==> config.mk <==
export PLATFORM = sky130hd
export DESIGN_NAME = spi_uc_engine
export DESIGN_NICKNAME = d
export VERILOG_FILES = /design/src/rtl/spi_uc_pkg.sv /design/src/rtl/spi_uc_regs.sv /design/src/rtl/spi_uc_buf.sv /design/src/rtl/spi_uc_shifter.sv /design/src/rtl/spi_uc_engine.sv
export SDC_FILE = /design/constraint.sdc
export NUM_CORES = 2
export LEC_CHECK = 0
export CAP_MARGIN = 0
export CORE_MARGIN = 5
export CORE_UTILIZATION = 67
export DETAILED_ROUTE_END_ITERATION = 7
export PLACE_DENSITY_LB_ADDON = 0.12
export SLEW_MARGIN = 5
export SYNTH_ARGS = -nofsm -noshare
export SYNTH_HDL_FRONTEND = slang
export SYNTH_SLANG_ARGS = --single-unit
==> constraint.sdc <==
create_clock -name clk -period 9.8 [get_ports clk]
set_input_delay 1.96 -clock clk [delete_from_list [all_inputs] [get_ports clk]]
set_output_delay 1.96 -clock clk [all_outputs]
set_load 0.005 [all_outputs]
==> src/rtl/spi_uc_pkg.sv <==
package spi_uc_pkg;

  // control register word addresses
  localparam int REG_CMD  = 0;
  localparam int REG_CFG  = 1;
  localparam int REG_LEN  = 2;
  localparam int REG_CSC  = 3;
  localparam int REG_STAT = 4;

  // field positions
  localparam int CMD_GO    = 18;
  localparam int CFG_RXEN  = 0;
  localparam int CFG_CPOL  = 7;
  localparam int LEN_LSB   = 17;
  localparam int CSC_CSHI  = 23;
  localparam int CSC_KEEP  = 30;
  localparam int STAT_DONE = 4;
  localparam int STAT_SLV  = 30;
  localparam int STAT_SRST = 31;

  typedef enum logic {ST_IDLE, ST_SHIFT} eng_state_e;

  typedef struct packed {
    logic rx_en;
    logic cpol;
    logic cs_high;
    logic keep_cs;
  } cfg_t;

endpackage

==> src/rtl/spi_uc_regs.sv <==
module spi_uc_regs
  import spi_uc_pkg::*;
#(
  parameter int AW   = 5,
  parameter int BITW = 9
) (
  input  logic            clk,
  input  logic            rst_n,
  input  logic            wr_i,
  input  logic [AW-1:0]   addr_i,
  input  logic [31:0]     wdata_i,
  input  logic            done_set_i,
  input  logic            busy_i,
  output cfg_t            cfg_o,
  output logic [BITW-1:0] len_o,
  output logic            start_o,
  output logic            srst_o,
  output logic [31:0]     rdata_o
);

  cfg_t            cfg_q, cfg_d;
  logic [BITW-1:0] len_q, len_d;
  logic            done_q, done_d;
  logic            slv_q, slv_d;
  logic            wr_cmd, wr_cfg, wr_len, wr_csc, wr_stat, upd;
  logic            unused_wdata;

  assign unused_wdata = ^wdata_i;

  assign wr_cmd  = wr_i && (addr_i == AW'(REG_CMD));
  assign wr_cfg  = wr_i && (addr_i == AW'(REG_CFG));
  assign wr_len  = wr_i && (addr_i == AW'(REG_LEN));
  assign wr_csc  = wr_i && (addr_i == AW'(REG_CSC));
  assign wr_stat = wr_i && (addr_i == AW'(REG_STAT));

  assign srst_o  = wr_stat && wdata_i[STAT_SRST];
  assign start_o = wr_cmd && wdata_i[CMD_GO] && !slv_q && !srst_o;
  assign upd     = wr_cfg || wr_len || wr_csc || wr_stat || done_set_i;

  always_comb begin
    cfg_d  = cfg_q;
    len_d  = len_q;
    done_d = done_q;
    slv_d  = slv_q;
    if (srst_o) begin
      cfg_d  = '0;
      len_d  = '0;
      done_d = 1'b0;
      slv_d  = 1'b0;
    end else begin
      if (wr_cfg) begin
        cfg_d.rx_en = wdata_i[CFG_RXEN];
        cfg_d.cpol  = wdata_i[CFG_CPOL];
      end
      if (wr_len) len_d = wdata_i[LEN_LSB +: BITW];
      if (wr_csc) begin
        cfg_d.cs_high = wdata_i[CSC_CSHI];
        cfg_d.keep_cs = wdata_i[CSC_KEEP];
      end
      if (wr_stat) begin
        done_d = wdata_i[STAT_DONE];
        slv_d  = wdata_i[STAT_SLV];
      end
      if (done_set_i) done_d = 1'b1;
    end
  end

  always_ff @(posedge clk or negedge rst_n) begin
    if (!rst_n) begin
      cfg_q  <= '0;
      len_q  <= '0;
      done_q <= 1'b0;
      slv_q  <= 1'b0;
    end else if (upd) begin
      cfg_q  <= cfg_d;
      len_q  <= len_d;
      done_q <= done_d;
      slv_q  <= slv_d;
    end
  end

  always_comb begin
    rdata_o = '0;
    case (addr_i)
      AW'(REG_CMD):  rdata_o[CMD_GO] = busy_i;
      AW'(REG_CFG):  begin
        rdata_o[CFG_RXEN] = cfg_q.rx_en;
        rdata_o[CFG_CPOL] = cfg_q.cpol;
      end
      AW'(REG_LEN):  rdata_o[LEN_LSB +: BITW] = len_q;
      AW'(REG_CSC):  begin
        rdata_o[CSC_CSHI] = cfg_q.cs_high;
        rdata_o[CSC_KEEP] = cfg_q.keep_cs;
      end
      AW'(REG_STAT): begin
        rdata_o[STAT_DONE] = done_q;
        rdata_o[STAT_SLV]  = slv_q;
      end
      default:       rdata_o = '0;
    endcase
  end

  assign cfg_o = cfg_q;
  assign len_o = len_q;

  // a completion always leaves the flag set
  p_done_set_r6: assert property (@(posedge clk) disable iff (!rst_n)
    done_set_i |=> done_q);
  // the flag only drops through a status write
  p_done_sticky_r6: assert property (@(posedge clk) disable iff (!rst_n)
    (done_q && !wr_stat) |=> done_q);
  // non-master mode never lets a start through
  p_slave_blocks_r10: assert property (@(posedge clk) disable iff (!rst_n)
    slv_q |-> !start_o);

endmodule

==> src/rtl/spi_uc_buf.sv <==
module spi_uc_buf #(
  parameter int WORDS = 16,
  parameter int BITW  = 9,
  localparam int DW   = 32,
  localparam int IW   = $clog2(WORDS),
  localparam int LW   = $clog2(DW)
) (
  input  logic            clk,
  input  logic            rst_n,
  input  logic            wr_i,
  input  logic [IW-1:0]   widx_i,
  input  logic [DW-1:0]   wdata_i,
  input  logic [IW-1:0]   ridx_i,
  output logic [DW-1:0]   rdata_o,
  input  logic [BITW-1:0] bit_rd_idx_i,
  output logic            bit_rd_o,
  input  logic            bit_wr_i,
  input  logic [BITW-1:0] bit_wr_idx_i,
  input  logic            bit_wr_val_i
);

  logic [DW-1:0] mem_q [WORDS];
  logic [DW-1:0] mem_d [WORDS];
  logic [WORDS-1:0] we;

  logic [IW-1:0] rd_word, wb_word;
  logic [LW-1:0] rd_pos, wb_pos;

  // serial bit i: byte i/8, MSB first inside the byte, bytes little-endian
  assign rd_word = bit_rd_idx_i[BITW-1:LW];
  assign rd_pos  = {bit_rd_idx_i[LW-1:3], ~bit_rd_idx_i[2:0]};
  assign wb_word = bit_wr_idx_i[BITW-1:LW];
  assign wb_pos  = {bit_wr_idx_i[LW-1:3], ~bit_wr_idx_i[2:0]};

  for (genvar w = 0; w < WORDS; w++) begin : g_we
    assign we[w] = (wr_i && (widx_i == IW'(w))) ||
                   (bit_wr_i && (wb_word == IW'(w)));
  end

  always_comb begin
    for (int w = 0; w < WORDS; w++) mem_d[w] = mem_q[w];
    if (wr_i) mem_d[widx_i] = wdata_i;
    if (bit_wr_i) mem_d[wb_word][wb_pos] = bit_wr_val_i;
  end

  always_ff @(posedge clk or negedge rst_n) begin
    if (!rst_n) begin
      for (int w = 0; w < WORDS; w++) mem_q[w] <= '0;
    end else begin
      for (int w = 0; w < WORDS; w++)
        if (we[w]) mem_q[w] <= mem_d[w];
    end
  end

  assign rdata_o  = mem_q[ridx_i];
  assign bit_rd_o = mem_q[rd_word][rd_pos];

endmodule

==> src/rtl/spi_uc_shifter.sv <==
module spi_uc_shifter
  import spi_uc_pkg::*;
#(
  parameter int HALF_CYC = 2,
  parameter int BITW     = 9,
  localparam int CW      = (HALF_CYC > 1) ? $clog2(HALF_CYC) : 1
) (
  input  logic            clk,
  input  logic            rst_n,
  input  logic            srst_i,
  input  logic            start_i,
  input  logic [BITW-1:0] len_i,
  input  cfg_t            cfg_i,
  input  logic            miso_i,
  output logic [BITW-1:0] bit_rd_idx_o,
  input  logic            bit_rd_i,
  output logic            bit_wr_o,
  output logic [BITW-1:0] bit_wr_idx_o,
  output logic            bit_wr_val_o,
  output logic            busy_o,
  output logic            done_o,
  output logic            sclk_o,
  output logic            mosi_o,
  output logic            cs_o
);

  eng_state_e      state_q, state_d;
  logic [CW-1:0]   cnt_q, cnt_d;
  logic            phase_q, phase_d;
  logic [BITW-1:0] idx_q, idx_d;
  logic [BITW-1:0] last_q, last_d;
  logic            mosi_q, mosi_d;
  logic            cs_q, cs_d;
  logic            shifting, tick, lead, trail, at_last;

  assign shifting = (state_q == ST_SHIFT);
  assign tick     = shifting && (cnt_q == CW'(HALF_CYC - 1));
  assign lead     = tick && !phase_q;
  assign trail    = tick && phase_q;
  assign at_last  = (idx_q == last_q);

  // idle: first bit; shifting: the bit after the current one
  assign bit_rd_idx_o = shifting ? (idx_q + BITW'(1)) : '0;

  always_comb begin
    state_d = state_q;
    cnt_d   = cnt_q;
    phase_d = phase_q;
    idx_d   = idx_q;
    last_d  = last_q;
    mosi_d  = mosi_q;
    cs_d    = cs_q;
    if (srst_i) begin
      state_d = ST_IDLE;
      cnt_d   = '0;
      phase_d = 1'b0;
      idx_d   = '0;
      mosi_d  = 1'b0;
      cs_d    = 1'b0;
    end else if (!shifting) begin
      if (start_i) begin
        state_d = ST_SHIFT;
        cnt_d   = '0;
        phase_d = 1'b0;
        idx_d   = '0;
        last_d  = len_i;
        mosi_d  = bit_rd_i;
        cs_d    = 1'b1;
      end
    end else begin
      cnt_d = tick ? '0 : cnt_q + CW'(1);
      if (lead) phase_d = 1'b1;
      if (trail) begin
        phase_d = 1'b0;
        if (at_last) begin
          state_d = ST_IDLE;
          mosi_d  = 1'b0;
          cs_d    = cfg_i.keep_cs;
        end else begin
          idx_d  = idx_q + BITW'(1);
          mosi_d = bit_rd_i;
        end
      end
    end
  end

  always_ff @(posedge clk or negedge rst_n) begin
    if (!rst_n) begin
      state_q <= ST_IDLE;
      cnt_q   <= '0;
      phase_q <= 1'b0;
      idx_q   <= '0;
      last_q  <= '0;
      mosi_q  <= 1'b0;
      cs_q    <= 1'b0;
    end else begin
      state_q <= state_d;
      cnt_q   <= cnt_d;
      phase_q <= phase_d;
      idx_q   <= idx_d;
      last_q  <= last_d;
      mosi_q  <= mosi_d;
      cs_q    <= cs_d;
    end
  end

  assign bit_wr_o     = lead && cfg_i.rx_en && !srst_i;
  assign bit_wr_idx_o = idx_q;
  assign bit_wr_val_o = miso_i;
  assign done_o       = trail && at_last && !srst_i;
  assign busy_o       = shifting;
  assign sclk_o       = phase_q ^ cfg_i.cpol;
  assign mosi_o       = mosi_q;
  assign cs_o         = cfg_i.cs_high ? cs_q : ~cs_q;

  // select is held for the whole chunk
  p_cs_during_shift_r7: assert property (@(posedge clk) disable iff (!rst_n)
    shifting |-> cs_q);
  // clock rests at its idle level between chunks
  p_sclk_idle_r8: assert property (@(posedge clk) disable iff (!rst_n)
    !shifting |-> !phase_q);
  // data out moves only on a trailing edge
  p_mosi_trail_only_r4: assert property (@(posedge clk) disable iff (!rst_n)
    (shifting && !trail && !srst_i) |=> $stable(mosi_q));
  // the bit index never passes the programmed end
  p_idx_bound_r3: assert property (@(posedge clk) disable iff (!rst_n)
    shifting |-> (idx_q <= last_q));
  // a go during a chunk neither restarts it nor changes its length
  p_busy_go_ignored_r9: assert property (@(posedge clk) disable iff (!rst_n)
    (shifting && start_i && !srst_i && idx_q != '0) |=> (idx_q != '0 && $stable(last_q)));

endmodule

==> src/rtl/spi_uc_engine.sv <==
module spi_uc_engine
  import spi_uc_pkg::*;
#(
  parameter int BUF_BYTES = 64,
  parameter int HALF_CYC  = 2,
  localparam int ADDR_W   = $clog2(BUF_BYTES / 4) + 1
) (
  input  logic              clk,
  input  logic              rst_n,
  input  logic              bus_wr,
  input  logic [ADDR_W-1:0] bus_addr,
  input  logic [31:0]       bus_wdata,
  output logic [31:0]       bus_rdata,
  output logic              spi_sclk,
  output logic              spi_mosi,
  input  logic              spi_miso,
  output logic              spi_cs
);

  localparam int WORDS = BUF_BYTES / 4;
  localparam int IW    = ADDR_W - 1;
  localparam int BITW  = $clog2(BUF_BYTES * 8);

  cfg_t            cfg;
  logic [BITW-1:0] len, rd_idx, wb_idx;
  logic            start, srst, busy, done, rd_bit, wb_en, wb_val;
  logic            buf_sel, buf_wr;
  logic [31:0]     reg_rdata, buf_rdata;

  assign buf_sel = bus_addr[ADDR_W-1];
  assign buf_wr  = bus_wr && buf_sel;

  spi_uc_regs #(.AW(ADDR_W), .BITW(BITW)) regs_i (
    .clk        (clk),
    .rst_n      (rst_n),
    .wr_i       (bus_wr && !buf_sel),
    .addr_i     (bus_addr),
    .wdata_i    (bus_wdata),
    .done_set_i (done),
    .busy_i     (busy),
    .cfg_o      (cfg),
    .len_o      (len),
    .start_o    (start),
    .srst_o     (srst),
    .rdata_o    (reg_rdata)
  );

  spi_uc_buf #(.WORDS(WORDS), .BITW(BITW)) buf_i (
    .clk          (clk),
    .rst_n        (rst_n),
    .wr_i         (buf_wr),
    .widx_i       (bus_addr[IW-1:0]),
    .wdata_i      (bus_wdata),
    .ridx_i       (bus_addr[IW-1:0]),
    .rdata_o      (buf_rdata),
    .bit_rd_idx_i (rd_idx),
    .bit_rd_o     (rd_bit),
    .bit_wr_i     (wb_en),
    .bit_wr_idx_i (wb_idx),
    .bit_wr_val_i (wb_val)
  );

  spi_uc_shifter #(.HALF_CYC(HALF_CYC), .BITW(BITW)) shift_i (
    .clk          (clk),
    .rst_n        (rst_n),
    .srst_i       (srst),
    .start_i      (start),
    .len_i        (len),
    .cfg_i        (cfg),
    .miso_i       (spi_miso),
    .bit_rd_idx_o (rd_idx),
    .bit_rd_i     (rd_bit),
    .bit_wr_o     (wb_en),
    .bit_wr_idx_o (wb_idx),
    .bit_wr_val_o (wb_val),
    .busy_o       (busy),
    .done_o       (done),
    .sclk_o       (spi_sclk),
    .mosi_o       (spi_mosi),
    .cs_o         (spi_cs)
  );

  assign bus_rdata = buf_sel ? buf_rdata : reg_rdata;

  // a software reset leaves the engine idle on the next cycle
  p_srst_idles_r11: assert property (@(posedge clk) disable iff (!rst_n)
    srst |=> !busy);

endmodule

* Yosys cells after proc, flatten, opt, wreduce, memory -nomap -nowiden
Index checks and enable logic that the tools add are counted.
Word-level totals: bits in registers 550, latch bits 0, RAM bits 0, bits in read-only memories 0, logic and storage cells 252, memories kept 0
Operators by class: $add $sub $neg 2, multiply operators 0, div/mod/pow operators 0, $lt $le $gt $ge 8, equality and inequality tests 39, shift operators 0, mux-type cells 68, bitwise operators 9, reductions and logical operators 96
Operators by type and width (count):
- $bwmux 512 | 2
- $mux 512 | 2
- $bmux 32 s4 | 2
- $demux 32 s4 | 2
- $mux 32 | 7
- $mux 9 | 8
- $eq 4x4->1 const B | 16
- $logic_and 1x1->1 | 53
- $mux 1 | 35
- $eq 4x3->1 const B | 8
- $logic_or 1x1->1 | 20
- $eq 4x2->1 const B | 4
- $ge 5x5->1 const B | 3
- $not 4->5 | 3
- $reduce_and 2->1 | 7
- $lt 5x6->1 const B | 2
- $eq 5x2->1 const B | 2
- $lt 5x1->1 const B | 2
- $add 9x1->9 const B | 1
- $eq 9x9->1 | 1
- $ne 3x2->1 const B | 3
- $reduce_and 3->1 | 3
- $eq 4x1->1 const B | 2
- $logic_not 4->1 | 2
- 17 further kinds | 32

* Longest topological paths before layout
word-level depth 12, gate-level depth with buffers 17, gate-level depth less buffers 11

* By module
Synthesis repeated with hierarchy kept, for this count alone.
Unflattened totals: cells, all modules 3776, area total of the unflattened synthesis 37119.4 µm²
By module, submodules not included:
- spi_uc_buf | instances 1, cells each 3476, area an instance 34169.0 µm², seq. area each 12812.3 µm²
- spi_uc_shifter | instances 1, cells each 143, area an instance 1377.6 µm², seq. area each 575.6 µm²
- spi_uc_regs | instances 1, cells each 119, area an instance 1028.5 µm², seq. area each 375.4 µm²
- spi_uc_engine | instances 1, cells each 38, area an instance 544.3 µm², seq. area each 0.0 µm²

* Worst setup path before layout
Ideal clock, no wire load.
path kind input-to-output, start point in bus_addr[0], end point out bus_rdata[13], arrival time 4.301 ns, slack 3.539 ns, cell stages on the path 6, cells stage by stage clkbuf_1 -> buf_1 -> buf_1 -> mux4_2 -> mux4_2 -> and2_1
Between the ends: longest elaborated chain between the ends 5
Ends and longest elaborated chain:
- start: declaration | line spi_uc_engine.sv:11 | input logic [ADDR_W-1:0] bus_addr,
- $not 4->5 (implied by the code) | line spi_uc_buf.sv:55 | assign rdata_o = mem_q[ridx_i];
- $bmux 32 s4 | line spi_uc_buf.sv:55
- $mux 32 (implied by the code) (2 in a row) | line spi_uc_buf.sv:55
- $mux 32 | line spi_uc_engine.sv:83 | assign bus_rdata = buf_sel ? buf_rdata : reg_rdata;
- end: declaration | line spi_uc_engine.sv:13 | output logic [31:0] bus_rdata,
Every way passes these cells. The select of a mux whose other input is x is not followed.

* Worst setup path after layout
start point in bus_addr[1], end point out bus_rdata[17]
Between the ends: longest elaborated chain between the ends 5
Ends and longest elaborated chain (line):
- $not 4->5 (implied by the code) | spi_uc_buf.sv:55
- $bmux 32 s4 | spi_uc_buf.sv:55
- $mux 32 (implied by the code) (2 in a row) | spi_uc_buf.sv:55
- $mux 32 (*) | spi_uc_engine.sv:83
Every way passes the cells marked *; elsewhere a longest branch is shown, timed or not. The select of a mux whose other input is x is not followed.

==> flow_summary.ini <==
[yosys]
yosys.area_share.simple_pct = 15.9
ys.flop_type = dfrtp_1
yosysUniqueCellTypes = 74
synthCells = 3978
synth_area_um2 = 37000
synth_nets = 4023
avgSynthCellArea_um2 = 9.30
yosys_register_bits = 550
synth-xor-area-share_pct = 0.379
synth_fa_ha_area_share_pct = 0.135
synth_top_family_by_area = multiplexers
synth_mux_area_share_pct = 32.9
synth_edf_count = 0
synth-compound-area-share_pct = 9.23
ys_seq_area_share_pct = 37.2
async_flop_share_pct = 100
yosys_warnings = 0

[route]
wl_per_cell_um = 31.1
drcViolationCount = 0
vias = 34000
first_pass_iters = 6
initialDrtViolationCount = 5666
via_per_inst = 7.47
ant_nets = 0
wl_um = 141000

[grt]
antenna_found_initial = 8
grt_pass1_vias = 33600
grt_start_max_net_pins = 195
overflow = 0
grt_pass1_wl_um = 211000
grt_usage_pct = 46.2

[place]
portBuffers = 75
gp_congestion = 0.989
placed_area_um2 = 37800
dpl.hpwl_um = 82300
dp_cells = 4434

[sta]
hold_slack_ps = 537
slew_viol_final = 0
finalHoldViolCount = 0
fin_skew_ps = 25.4
layout_min_cycle_time_ps = 7290
slew_headroom_pct = 18.1
fmax_mhz = 137
setup_tns_ps = 0
rsz0062_at_grt = no
worst_pin_slew_ps = 1230
fin_crit_sh_pct = 74.4
finalSetupViolations = 0

[clocking]
cts-htree-levels = 2
cts_buffers = 61
cts_setup_buffers = 0
clkLatencyLatePin_ps = 650
ctsResizeCount = 0
path_clk_slew_ps = 60
cts_tree = done
clockRootBuffer = clkbuf_16
postCtsHoldBufs = 0
clock-sinks = 550
clock_path_buffers = 3

[floorplan]
die_w_um = 245
start_util_pct = 67.4
row_count = 86
io-pin-count = 76
dieArea_um2 = 60000
coreArea_um2 = 54900
fp.dieH_um = 245

[finish]
design_area_um2 = 39700
drive_above_1_share_pct = 10.1
final_cell_mix = mux2i_1 (832), nand2_1 (590), nor2_1 (569)
fin_cells = 4544
area_growth_pct = 7.43
mostFrequentLayoutCell = mux2i_1
nets = 3838
final_util_pct = 72.4

[power]
ir_worst_vdd_mv = 0.182
p_leak_nw = 14.8
powerDensity_nw_per_um2 = 170

[worst_setup_path]
start_kind = input pin
crit_required_ps = 7840
end_kind = output port
cp.arrival_ps = 5330
critPathKind = input pin to output port
worst-path-max-fanout = 83
reg2reg_slack_ps = 3920

[status]
status = finished clean

[hold_path]
holdCritPathClass = flop to flop

[run]
maxCapViolCount = 0
-- path summary, 6_finish.rpt --
check / depth (start not counted) / from / end
max in group asynchronous: 2 / rst_n / buf_i.mem_q[108]$_DFFE_PN0P_
hold / removal: 2 / regs_i.len_o[1]$_DFFE_PN0P_ / regs_i.len_o[1]$_DFFE_PN0P_
hold reg to reg: 2 / regs_i.len_o[1]$_DFFE_PN0P_ / regs_i.len_o[1]$_DFFE_PN0P_
setup / recovery: 6 / bus_addr[1] / bus_rdata[17]
setup reg to reg: 13 / shift_i.busy_o$_DFF_PN0_ / shift_i.mosi_o$_DFFE_PN0P_
min in group asynchronous: 1 / rst_n / buf_i.mem_q[177]$_DFFE_PN0P_
-- synth_stat cells (5+ instances only) --
master | number | area share [%]
a2111oi_0 | 5 | 0.12
a211oi_1 | 35 | 0.71
a21oi_1 | 113 | 1.5
a221oi_1 | 9 | 0.21
a22o_1 | 12 | 0.28
a22oi_1 | 32 | 0.65
a311oi_1 | 15 | 0.36
a31oi_1 | 27 | 0.46
a32oi_1 | 22 | 0.52
and2_1 | 25 | 0.42
and3_1 | 35 | 0.59
buf_1 | 66 | 0.67
buf_2 | 50 | 0.68
clkbuf_1 | 270 | 2.7
dfrtp_1 | 550 | 37
inv_1 | 7 | 0.071
mux2_2 | 16 | 0.49
mux2i_1 | 832 | 23
mux4_2 | 162 | 9.9
nand2_1 | 607 | 6.2
nand3_1 | 108 | 1.5
nand4_1 | 19 | 0.32
nor2_1 | 582 | 5.9
nor2b_1 | 14 | 0.24
nor3_1 | 14 | 0.19
o21a_1 | 5 | 0.10
o21ai_0 | 246 | 3.3
o22ai_1 | 6 | 0.10
xnor2_1 | 7 | 0.17
xor2_1 | 9 | 0.21
-- per-stage QoR --
stage	setup WS, ps	power, mW
6_report	2510	6.77
5_1_grt	2370	7.00
4_1_cts	2540	6.70
3_5_place_dp	2540	4.46
3_3_place_gp	2580	4.36
2_1_floorplan	3540	3.94
-- cells by family (layout without fill, tap and decap cells) --
kind of cell               count (synthesis)  in the layout
buffers and inverters                    399            254
adders and majority gates                  4              4
and+or+nand+nor                         1435           1435
DFF                                      550            550
AOI/OAI and AO/OA                        564            564
xor gates and xnor gates                  16             16
muxes                                   1010           1010
other                                      0              7
-- per-layer routing --
metal	GRT usage, %	vias up	share of wire [%]
li1	-	13700	-
met1	61.6	16400	35
met2	64.7	3047	41
met3	16.4	797	16
met4	28.8	4	8.0
met5	0	-	0.016
-- flip-flops by register name, indices dropped and copies added, names as in the netlist --
name	flops
regs_i.cfg_o	4
regs_i.done_q	1
shift_i.bit_wr_idx_o	9
regs_i.len_o	9
shift_i.last_q	9
shift_i.cnt_q	1
buf_i.mem_q	512
regs_i.slv_q	1
shift_i.mosi_o	1
shift_i.busy_o	1
shift_i.phase_q	1
shift_i.cs_q	1
-- report_power, final --
part	leakage [nW]	switching, mW	internal [mW]
clock network	0.942	0.984	1.30
logic	6.77	0.680	0.689
registers	7.05	0.407	2.71
-- layout make-up --
cell class	count	area [um2]
Multi-Input combinational cell	3029	21800
Fill cell	3955	15100
Sequential cell	550	13800
Clock buffer	94	1830
Timing Repair Buffer	143	1300
Tap cell	704	881
Clock inverter	9	82.6
Inverter	8	37.5
Antenna cell	7	17.5
-- critical path, stage by stage --
cell and delay, ps:
buf_6 620, buf_4 860, mux4_2 420, mux4_2 610, a22o_1 230, clkdlybuf4s50_1 450
(Power assumes the default switching activity.)
